`config.mk`:
```
export PLATFORM = sky130hd
export DESIGN_NAME = irq_deleg_router
export DESIGN_NICKNAME = d
export VERILOG_FILES = /design/src/rtl/irq_route_pkg.sv /design/src/rtl/irq_route_lane.sv /design/src/rtl/irq_route_arb.sv /design/src/rtl/irq_route_cause.sv /design/src/rtl/irq_deleg_router.sv
export SDC_FILE = /design/constraint.sdc
export NUM_CORES = 1
export LEC_CHECK = 0
export ABC_CLOCK_PERIOD_IN_PS = 36000
export CELL_PAD_IN_SITES_DETAIL_PLACEMENT = 1
export CELL_PAD_IN_SITES_GLOBAL_PLACEMENT = 1
export CORE_ASPECT_RATIO = 0.6
export CORE_UTILIZATION = 34
export CTS_CLUSTER_SIZE = 40
export DETAILED_ROUTE_END_ITERATION = 16
export PLACE_DENSITY = 0.91
export SETUP_SLACK_MARGIN = 0.3
export SLEW_MARGIN = 5
export SYNTH_ARGS = -nofsm -noshare
export SYNTH_HDL_FRONTEND = slang
export SYNTH_SLANG_ARGS = --single-unit
```
`constraint.sdc`:
```
create_clock -name clk -period 36 [get_ports clk]
set_clock_uncertainty 0.15 [all_clocks]
set_input_delay 5.4 -clock clk [delete_from_list [all_inputs] [get_ports clk]]
set_output_delay 5.4 -clock clk [all_outputs]
set_load 0.01 [all_outputs]
```
`src/rtl/irq_route_pkg.sv`:
```
package irq_route_pkg;

  localparam int NUM_LVL = 4;
  localparam int NUM_CLS = 3;
  localparam int NUM_SRC = NUM_LVL * NUM_CLS;
  localparam int LVL_W   = $clog2(NUM_LVL);
  localparam int CLS_W   = 2;
  localparam int IDX_W   = $clog2(NUM_SRC);
  localparam int KEY_W   = LVL_W + CLS_W + LVL_W;
  localparam int NUM_W   = CLS_W + LVL_W;

  typedef enum logic [LVL_W-1:0] {
    LVL_U = 2'd0,
    LVL_S = 2'd1,
    LVL_H = 2'd2,
    LVL_M = 2'd3
  } priv_e;

  // kind codes match the cause-number base divided by four
  localparam int CLS_SW  = 0;
  localparam int CLS_TMR = 1;
  localparam int CLS_EXT = 2;

  // tie rank among kinds routed to one level: external, software, timer
  function automatic logic [CLS_W-1:0] cls_rank(input int cls);
    if (cls == CLS_EXT)     return CLS_W'(2);
    else if (cls == CLS_SW) return CLS_W'(1);
    else                    return CLS_W'(0);
  endfunction

endpackage

```
`src/rtl/irq_route_lane.sv`:
```
module irq_route_lane
  import irq_route_pkg::*;
#(
  parameter int SRC_IDX = 0
) (
  input  logic               act_i,
  input  logic               dm_i,
  input  logic               dh_i,
  input  logic               ds_i,
  input  logic [LVL_W-1:0]   cur_i,
  input  logic [NUM_LVL-1:0] gie_i,
  output logic               elig_o,
  output logic [LVL_W-1:0]   tgt_o,
  output logic [KEY_W-1:0]   key_o
);

  localparam int SRC_CLS = SRC_IDX / NUM_LVL;
  localparam int SRC_LVL = SRC_IDX % NUM_LVL;
  localparam logic [CLS_W-1:0] RANK = cls_rank(SRC_CLS);

  logic [LVL_W-1:0] tgt;

  // delegation chain: machine, then hypervisor, then supervisor
  always_comb begin
    if (!dm_i)      tgt = LVL_M;
    else if (!dh_i) tgt = LVL_H;
    else if (!ds_i) tgt = LVL_S;
    else            tgt = LVL_U;
  end

  logic above, same_ok;
  assign above   = (tgt > cur_i);
  assign same_ok = (tgt == cur_i) && gie_i[tgt];

  assign elig_o = act_i && (above || same_ok);
  assign tgt_o  = tgt;
  assign key_o  = {tgt, RANK, LVL_W'(SRC_LVL)};

endmodule

```
`src/rtl/irq_route_arb.sv`:
```
module irq_route_arb
  import irq_route_pkg::*;
(
  input  logic [NUM_SRC-1:0] elig_i,
  input  logic [KEY_W-1:0]   key_i [NUM_SRC],
  output logic               valid_o,
  output logic [IDX_W-1:0]   idx_o
);

  logic [KEY_W-1:0] best_key;

  // keys are unique per source, so a strict compare gives one winner
  always_comb begin
    valid_o  = 1'b0;
    idx_o    = '0;
    best_key = '0;
    for (int i = 0; i < NUM_SRC; i++) begin
      if (elig_i[i] && (!valid_o || key_i[i] > best_key)) begin
        valid_o  = 1'b1;
        idx_o    = IDX_W'(i);
        best_key = key_i[i];
      end
    end
  end

endmodule

```
`src/rtl/irq_route_cause.sv`:
```
module irq_route_cause
  import irq_route_pkg::*;
#(
  parameter int CAUSE_W = 64
) (
  input  logic               valid_i,
  input  logic [CLS_W-1:0]   cls_i,
  input  logic [LVL_W-1:0]   tgt_i,
  output logic [CAUSE_W-1:0] cause_o
);

  localparam int PAD_W = CAUSE_W - 1 - NUM_W;

  logic [NUM_W-1:0] num;
  // kind base is four per kind, so the number packs as {kind, level}
  assign num = {cls_i, tgt_i};

  assign cause_o = valid_i ? {1'b1, {PAD_W{1'b0}}, num} : '0;

endmodule

```
`src/rtl/irq_deleg_router.sv`:
```
module irq_deleg_router
  import irq_route_pkg::*;
#(
  parameter int CAUSE_W = 64
) (
  input  logic               clk,
  input  logic               rst,
  input  logic [11:0]        pend_i,
  input  logic [11:0]        en_i,
  input  logic [11:0]        deleg_m_i,
  input  logic [11:0]        deleg_h_i,
  input  logic [11:0]        deleg_s_i,
  input  logic [3:0]         gie_i,
  input  logic [1:0]         cur_lvl_i,
  output logic               take_o,
  output logic [1:0]         tgt_lvl_o,
  output logic [CAUSE_W-1:0] cause_o,
  output logic [3:0]         vec_sel_o
);

  logic [NUM_SRC-1:0] act;
  logic [NUM_SRC-1:0] elig;
  logic [LVL_W-1:0]   lane_tgt [NUM_SRC];
  logic [KEY_W-1:0]   lane_key [NUM_SRC];

  assign act = pend_i & en_i;

  for (genvar g = 0; g < NUM_SRC; g++) begin : g_lane
    irq_route_lane #(.SRC_IDX(g)) u_lane (
      .act_i  (act[g]),
      .dm_i   (deleg_m_i[g]),
      .dh_i   (deleg_h_i[g]),
      .ds_i   (deleg_s_i[g]),
      .cur_i  (cur_lvl_i),
      .gie_i  (gie_i),
      .elig_o (elig[g]),
      .tgt_o  (lane_tgt[g]),
      .key_o  (lane_key[g])
    );
  end

  logic             win_vld;
  logic [IDX_W-1:0] win_idx;

  irq_route_arb u_arb (
    .elig_i  (elig),
    .key_i   (lane_key),
    .valid_o (win_vld),
    .idx_o   (win_idx)
  );

  logic [LVL_W-1:0]   win_tgt;
  logic [CLS_W-1:0]   win_cls;
  logic [CAUSE_W-1:0] win_cause;

  assign win_tgt = lane_tgt[win_idx];
  assign win_cls = win_idx[IDX_W-1:LVL_W];

  irq_route_cause #(.CAUSE_W(CAUSE_W)) u_cause (
    .valid_i (win_vld),
    .cls_i   (win_cls),
    .tgt_i   (win_tgt),
    .cause_o (win_cause)
  );

  always_ff @(posedge clk) begin
    if (rst) begin
      take_o    <= 1'b0;
      tgt_lvl_o <= '0;
      cause_o   <= '0;
      vec_sel_o <= '0;
    end else begin
      take_o    <= win_vld;
      tgt_lvl_o <= win_vld ? win_tgt : '0;
      cause_o   <= win_cause;
      vec_sel_o <= win_vld ? (NUM_LVL'(1) << win_tgt) : '0;
    end
  end

  AST_NOT_BELOW_CUR: assert property (@(posedge clk) disable iff (rst)
    take_o |-> tgt_lvl_o >= $past(cur_lvl_i));

  AST_SAME_LVL_GIE: assert property (@(posedge clk) disable iff (rst)
    (take_o && tgt_lvl_o == $past(cur_lvl_i)) |-> $past(gie_i[cur_lvl_i]));

  AST_NEEDS_ACTIVE: assert property (@(posedge clk) disable iff (rst)
    take_o |-> $past(|(pend_i & en_i)));

  AST_VSEL_MATCH: assert property (@(posedge clk) disable iff (rst)
    take_o |-> vec_sel_o == (4'b0001 << tgt_lvl_o));

  AST_IDLE_ZERO: assert property (@(posedge clk) disable iff (rst)
    !take_o |-> (vec_sel_o == 4'b0000 && cause_o == '0 && tgt_lvl_o == 2'd0));

  AST_CAUSE_FLAG: assert property (@(posedge clk) disable iff (rst)
    take_o |-> (cause_o[CAUSE_W-1] && cause_o[1:0] == tgt_lvl_o));

endmodule

```
Word-level counts from Yosys, hierarchy flattened
Cells that the tools add are included.

Bitwise logic cells: 3. $add $sub $neg: 0. Multiplexer cells: 98. Reductions and logical operators: 70. Shift-type cells: 1. Equality and inequality tests: 12. Divide/modulo/power cells: 0. Order comparisons: 36. $mul: 0.

Operators with widths (count): $gt A6 B6 Y1 (11); $mux W6 (11); $mux W64 (1); $mux W2 (28); $mux W1 (37); $lt A2 B3 Y1 const B (12); $logic_and A1 B1 Y1 (35); $bmux W1 S2 (12); $eq A2 B2 Y1 (12); $gt A2 B2 Y1 (12); $logic_or A1 B1 Y1 (23); $mux W4 (4); $and A12 B12 Y12 (1); $mux W3 (4); $logic_not A1 Y1 (11); $bmux W2 S4 (1); $ge A5 B5 Y1 const B (1); $not A4 Y5 (1); $shl A1 B2 Y4 const A (1); $reduce_or A2 Y1 (1); $not A1 Y1 (1).

Memories kept: 0. Memory bits (read-only): 0. Latch bits: 0. Output and inout bits: 71. Bits in registers: 71. RAM bits: 0.

Depth between registers and ports, before layout
Word-level depth: 58. Mapped depth: 80. Depth with buffers taken out: 79.

Cells and area by module
From an unflattened synthesis, not the netlist that was laid out.

Cells, all modules: 972. Area, all modules: 7952.6 µm².

By module, submodules not included: irq_route_arb (area each 3326.9 µm², times used 1, cells each 447); irq_deleg_router (area each 2243.4 µm², times used 1, cells each 185); irq_route_lane (g_lane[0].u_lane ...) (area each 158.9 µm², times used 11, cells each 23); irq_route_cause (area each 479.2 µm², times used 1, cells each 65); irq_route_lane (g_lane[4].u_lane) (area each 155.1 µm², times used 1, cells each 22).

Worst setup path after synthesis
OpenSTA, ideal clock, no wires.

Kind: input to register. Start: input port deleg_h_i[0]. End: register vec_sel_o[1]. Path slack: 17130 ps. Stages: 76. Data arrival time: 18640 ps. Path through: nor2b_1 > nand2b_1 > inv_1 > ha_1 > nor3b_1 > nor2_1 > o21a_2 > nand2_1 > ha_1 > a21oi_1 > nor2_1 > a2bb2oi_1 > ha_1 > nand2_1 > a311o_1 > nand3_1 > nand2_1 > ha_1 > (+40 left out) > o31a_1 > inv_1 > nor2_1 > a21o_1 > ha_1 > o21ai_0 > a31oi_2 > mux2_2 > ha_1 > o21ai_0 > a31o_2 > nand2b_1 > o21ba_1 > buf_4 > mux2i_1 > mux2_2 > mux2i_4 > nor3b_1.

Longest elaborated chain between the ends: 57.

Ends and longest elaborated chain: start, declared (RTL line irq_deleg_router.sv:11) `input logic [11:0] deleg_h_i,`; $mux W2 * (RTL line irq_route_lane.sv:26) `else if (!dh_i) tgt = LVL_H;`; $mux W2 * (RTL line irq_route_lane.sv:25) `if (!dm_i) tgt = LVL_M;`; $bmux W1 S2 (RTL line irq_route_lane.sv:33) `assign same_ok = (tgt == cur_i) && gie_i[tgt];`; $mux W1 (not written as such) (RTL line irq_route_lane.sv:33); $logic_and A1 B1 Y1 (RTL line irq_route_lane.sv:33); $logic_or A1 B1 Y1 (RTL line irq_route_lane.sv:35) `assign elig_o = act_i && (above || same_ok);`; $logic_and A1 B1 Y1 (RTL line irq_route_lane.sv:35); $mux W6 / $mux W1 (equally long branches) (RTL line irq_route_arb.sv:18) `if (elig_i[i] && (!valid_o || key_i[i] > best_key)) begin`; (+40 left out); $gt A6 B6 Y1 / $logic_not A1 Y1 (equally long branches) (RTL line irq_route_arb.sv:18); $logic_or A1 B1 Y1 (RTL line irq_route_arb.sv:18); $logic_and A1 B1 Y1 (RTL line irq_route_arb.sv:18); $mux W4 (RTL line irq_route_arb.sv:18); $not A4 Y5 (not written as such) (RTL line irq_deleg_router.sv:56) `assign win_tgt = lane_tgt[win_idx];`; $bmux W2 S4 (RTL line irq_deleg_router.sv:56); $mux W2 (not written as such) (2 in series) (RTL line irq_deleg_router.sv:56); $shl A1 B2 Y4 (RTL line irq_deleg_router.sv:76) `vec_sel_o <= win_vld ? (NUM_LVL'(1) << win_tgt) : '0;`; end signal, assigned (RTL line irq_deleg_router.sv:76); end, declared (RTL line irq_deleg_router.sv:18) `output logic [3:0] vec_sel_o`.

Mark *: on every way between the ends. The rest lies on a longest branch, timed or not. The select of a mux whose other input is x is not followed. A chain may end at the register's enable or synchronous reset.

Worst setup path in the final report
Start: input port gie_i[0]. End: register vec_sel_o[1].

Longest elaborated chain between the ends: 55.

Ends and longest elaborated chain: start, declared (RTL line irq_deleg_router.sv:13) `input logic [3:0] gie_i,`; $bmux W1 S2 (RTL line irq_route_lane.sv:33); $mux W1 (not written as such) (RTL line irq_route_lane.sv:33); $logic_and A1 B1 Y1 (RTL line irq_route_lane.sv:33); $logic_or A1 B1 Y1 (RTL line irq_route_lane.sv:35); $logic_and A1 B1 Y1 (RTL line irq_route_lane.sv:35); $mux W6 / $mux W1 (equally long branches) (RTL line irq_route_arb.sv:18); $gt A6 B6 Y1 / $logic_not A1 Y1 (equally long branches) (RTL line irq_route_arb.sv:18); $logic_or A1 B1 Y1 (RTL line irq_route_arb.sv:18); (+38 left out); $gt A6 B6 Y1 / $logic_not A1 Y1 (equally long branches) (RTL line irq_route_arb.sv:18); $logic_or A1 B1 Y1 (RTL line irq_route_arb.sv:18); $logic_and A1 B1 Y1 (RTL line irq_route_arb.sv:18); $mux W4 (RTL line irq_route_arb.sv:18); $not A4 Y5 (not written as such) (RTL line irq_deleg_router.sv:56); $bmux W2 S4 (RTL line irq_deleg_router.sv:56); $mux W2 (not written as such) (2 in series) (RTL line irq_deleg_router.sv:56); $shl A1 B2 Y4 (RTL line irq_deleg_router.sv:76).

Parallel ways exist; a longest one is shown, timed or not. The select of a mux whose other input is x is not followed.

==> results_dict.tcl <==
set metrics [dict create \
    slew_headroom 0.4229 \
    dpl_cell_area_um2 4039 \
    die_x_um 130.7 \
    fmax_ghz 0.04525 \
    layout-drive-gt1-share 0.05916 \
    place_hpwl_um 10100 \
    ys_ff_latch 9 \
    antenna_found_initial 0 \
    tightest_slew_ns 0.8566 \
    setup_tns_ns 0 \
    outcome "finished, final reports clean" \
    die_h_um 79.24 \
    vias 3491 \
    async_flop_share 0 \
    htreeDepth 1 \
    overflow 0 \
    drv_slew 0 \
    start_util 0.3587 \
    power.leakage_nw 1.844 \
    yosys-top-cells-count "buf_4, ha_1, nand2_1" \
    cts_max_path_buffers 2 \
    fin_total_pwr_uw 132.8 \
    ir_drop_v 0.00001696 \
    period_share 0.6138 \
    synth-main-ff-cell "dfxtp_1" \
    fin_area_um2 4118 \
    synth_edf_count 0 \
    grt_pass1_wl_um 18910 \
    path_class "primary input to flop" \
    cts_tree "yes" \
    setup_violations 0 \
    cts_made_buffers 3 \
    root_buffer "clkbuf_16" \
    ys_types 72 \
    grt_use_total 0.2351 \
    antenna_cells 0 \
    crit_top_cell "ha_1" \
    die-area_um2 10360 \
    first_iter_violations 240 \
    yosys-top-cells-area "ha_1, buf_4, dfxtp_1" \
    synth_top_cell_by_area "ha_1" \
    post_cts_resize_count 0 \
    drcViolationCount 0 \
    wire_per_inst_um 18.72 \
    crit_path_start_kind "primary input" \
    cp_top_family "compound AO/OA/AOI/OAI gates" \
    io_buffers 79 \
    area_delta_synth_final_pct 21.80 \
    ant_nets 0 \
    cpPeakStageDelay_ns 0.91 \
    ys_warn_count 0 \
    yosysSeqAreaShare 0.05329 \
    drv_cap 0 \
    syn_inst 452 \
    gp_congestion 0.8795 \
    syn-cell-area_um2 3381 \
    avgSynthCellArea_um2 7.480 \
    hold_buffers 0 \
    cts_setup_buffers 0 \
    min_period_ns 22.10 \
    vias_per_cell 5.338 \
    clock-sinks 9 \
    hold_violations 0 \
    rsz0062_at_grt "no" \
    nets 636 \
    critPathBufInv 4 \
    grt_max_degree 14 \
    num_rows 27 \
    pin_count 139 \
    grt_pass1_vias 3595 \
    yosysMostFrequentCell "buf_4" \
    totalWireLength_um 12240 \
    crit_arrival_ns 22.08 \
    endpoint_kind "flop" \
    clkTransAtPathRegs_ns 0.04 \
    fp.coreArea_um2 9425 \
    synth_top_area_share 0.1591 \
    path_max_fanout 12 \
    dr.pass1.iters 4 \
    power.density_nw_per_um2 32.26 \
    hp-class "primary input to flop" \
    critPathSlowestCell "clkdlybuf4s50_1" \
    cp.required_ns 35.98 \
]
## cell usage in the layout, fill, tap and decap left out, types with 7 or more instances in the layout
cell type        instances
a21o_1                   8
a21oi_1                 24
a31oi_1                  8
clkdlybuf4s50_1         79
conb_1                  59
dfxtp_1                  9
ha_1                    43
inv_1                   35
mux2_2                   7
mux2i_1                 18
nand2_1                 41
nand2b_1                15
nand3_1                 13
nand3b_1                 7
nor2_1                  25
o2111ai_1                9
o211ai_1                 9
o21ai_0                 24
## area by class of cell
| type | count | area (um^2) |
|---|---|---|
| flip-flops and latches | 9 | 180.2 |
| fillers | 1213 | 5308 |
| well taps | 130 | 162.7 |
| repair buffers | 79 | 790.8 |
| clock buffers | 4 | 78.83 |
| multi-input cells | 397 | 2774 |
| inverters | 35 | 131.4 |
## flip-flops by register name (all words and copies together), names as in the netlist
| name | cells |
|---|---|
| cause_o | 4 |
| vec_sel_o | 4 |
| tgt_lvl_o | 1 |
## metal layers
| layer | routed length [um] | global-route usage | up-vias |
|---|---|---|---|
| li1 | - | - | 1688 |
| met1 | 5788 | 0.3215 | 1672 |
| met2 | 5500 | 0.3979 | 125 |
| met3 | 875 | 0.03504 | 6 |
| met4 | 78 | 0.02644 | 0 |
| met5 | 0 | 0 | - |
## stage by stage
stage,util,setup WS (ns),instances,hold WS [ns]
finish,0.4369,13.90,654,5.629
global route,0.4369,12.65,654,5.669
global placement,0.4285,14.88,650,5.864
detailed placement,0.4285,13.96,650,5.868
CTS,0.4369,14.08,654,5.630
floorplan,-,17.13,510,5.346
## worst paths after layout
kind | start | end | slack [ns] | cells past startpoint
max | gie_i[0] | vec_sel_o[1] | 13.90 | 71
min | rst | cause_o[63] | 5.63 | 2
## where the power goes
| group | internal [mW] | leakage (nW) | switching (mW) |
|---|---|---|---|
| Clock | 0.0148 | 0.0382 | 0.00471 |
| Combinational | 0.0440 | 1.73 | 0.0555 |
| Sequential | 0.0129 | 0.0743 | 0.000973 |
## kinds of logic (layout without fill, tap and decap cells)
kind of cell             count (synthesis)  count (layout)  share of synthesized area
AO/OA/AOI/OAI                          138             138                     0.3076
flip-flops                               9               9                    0.05329
buffers and inverters                  104             118                     0.1906
multiplexers                            28              28                    0.08993
adder cells (fa/ha/maj)                 43              43                     0.1591
AND/OR/NAND/NOR                        129             129                     0.1984
other                                    1              59                   0.001109
Power figures use the tool's default switching activity.
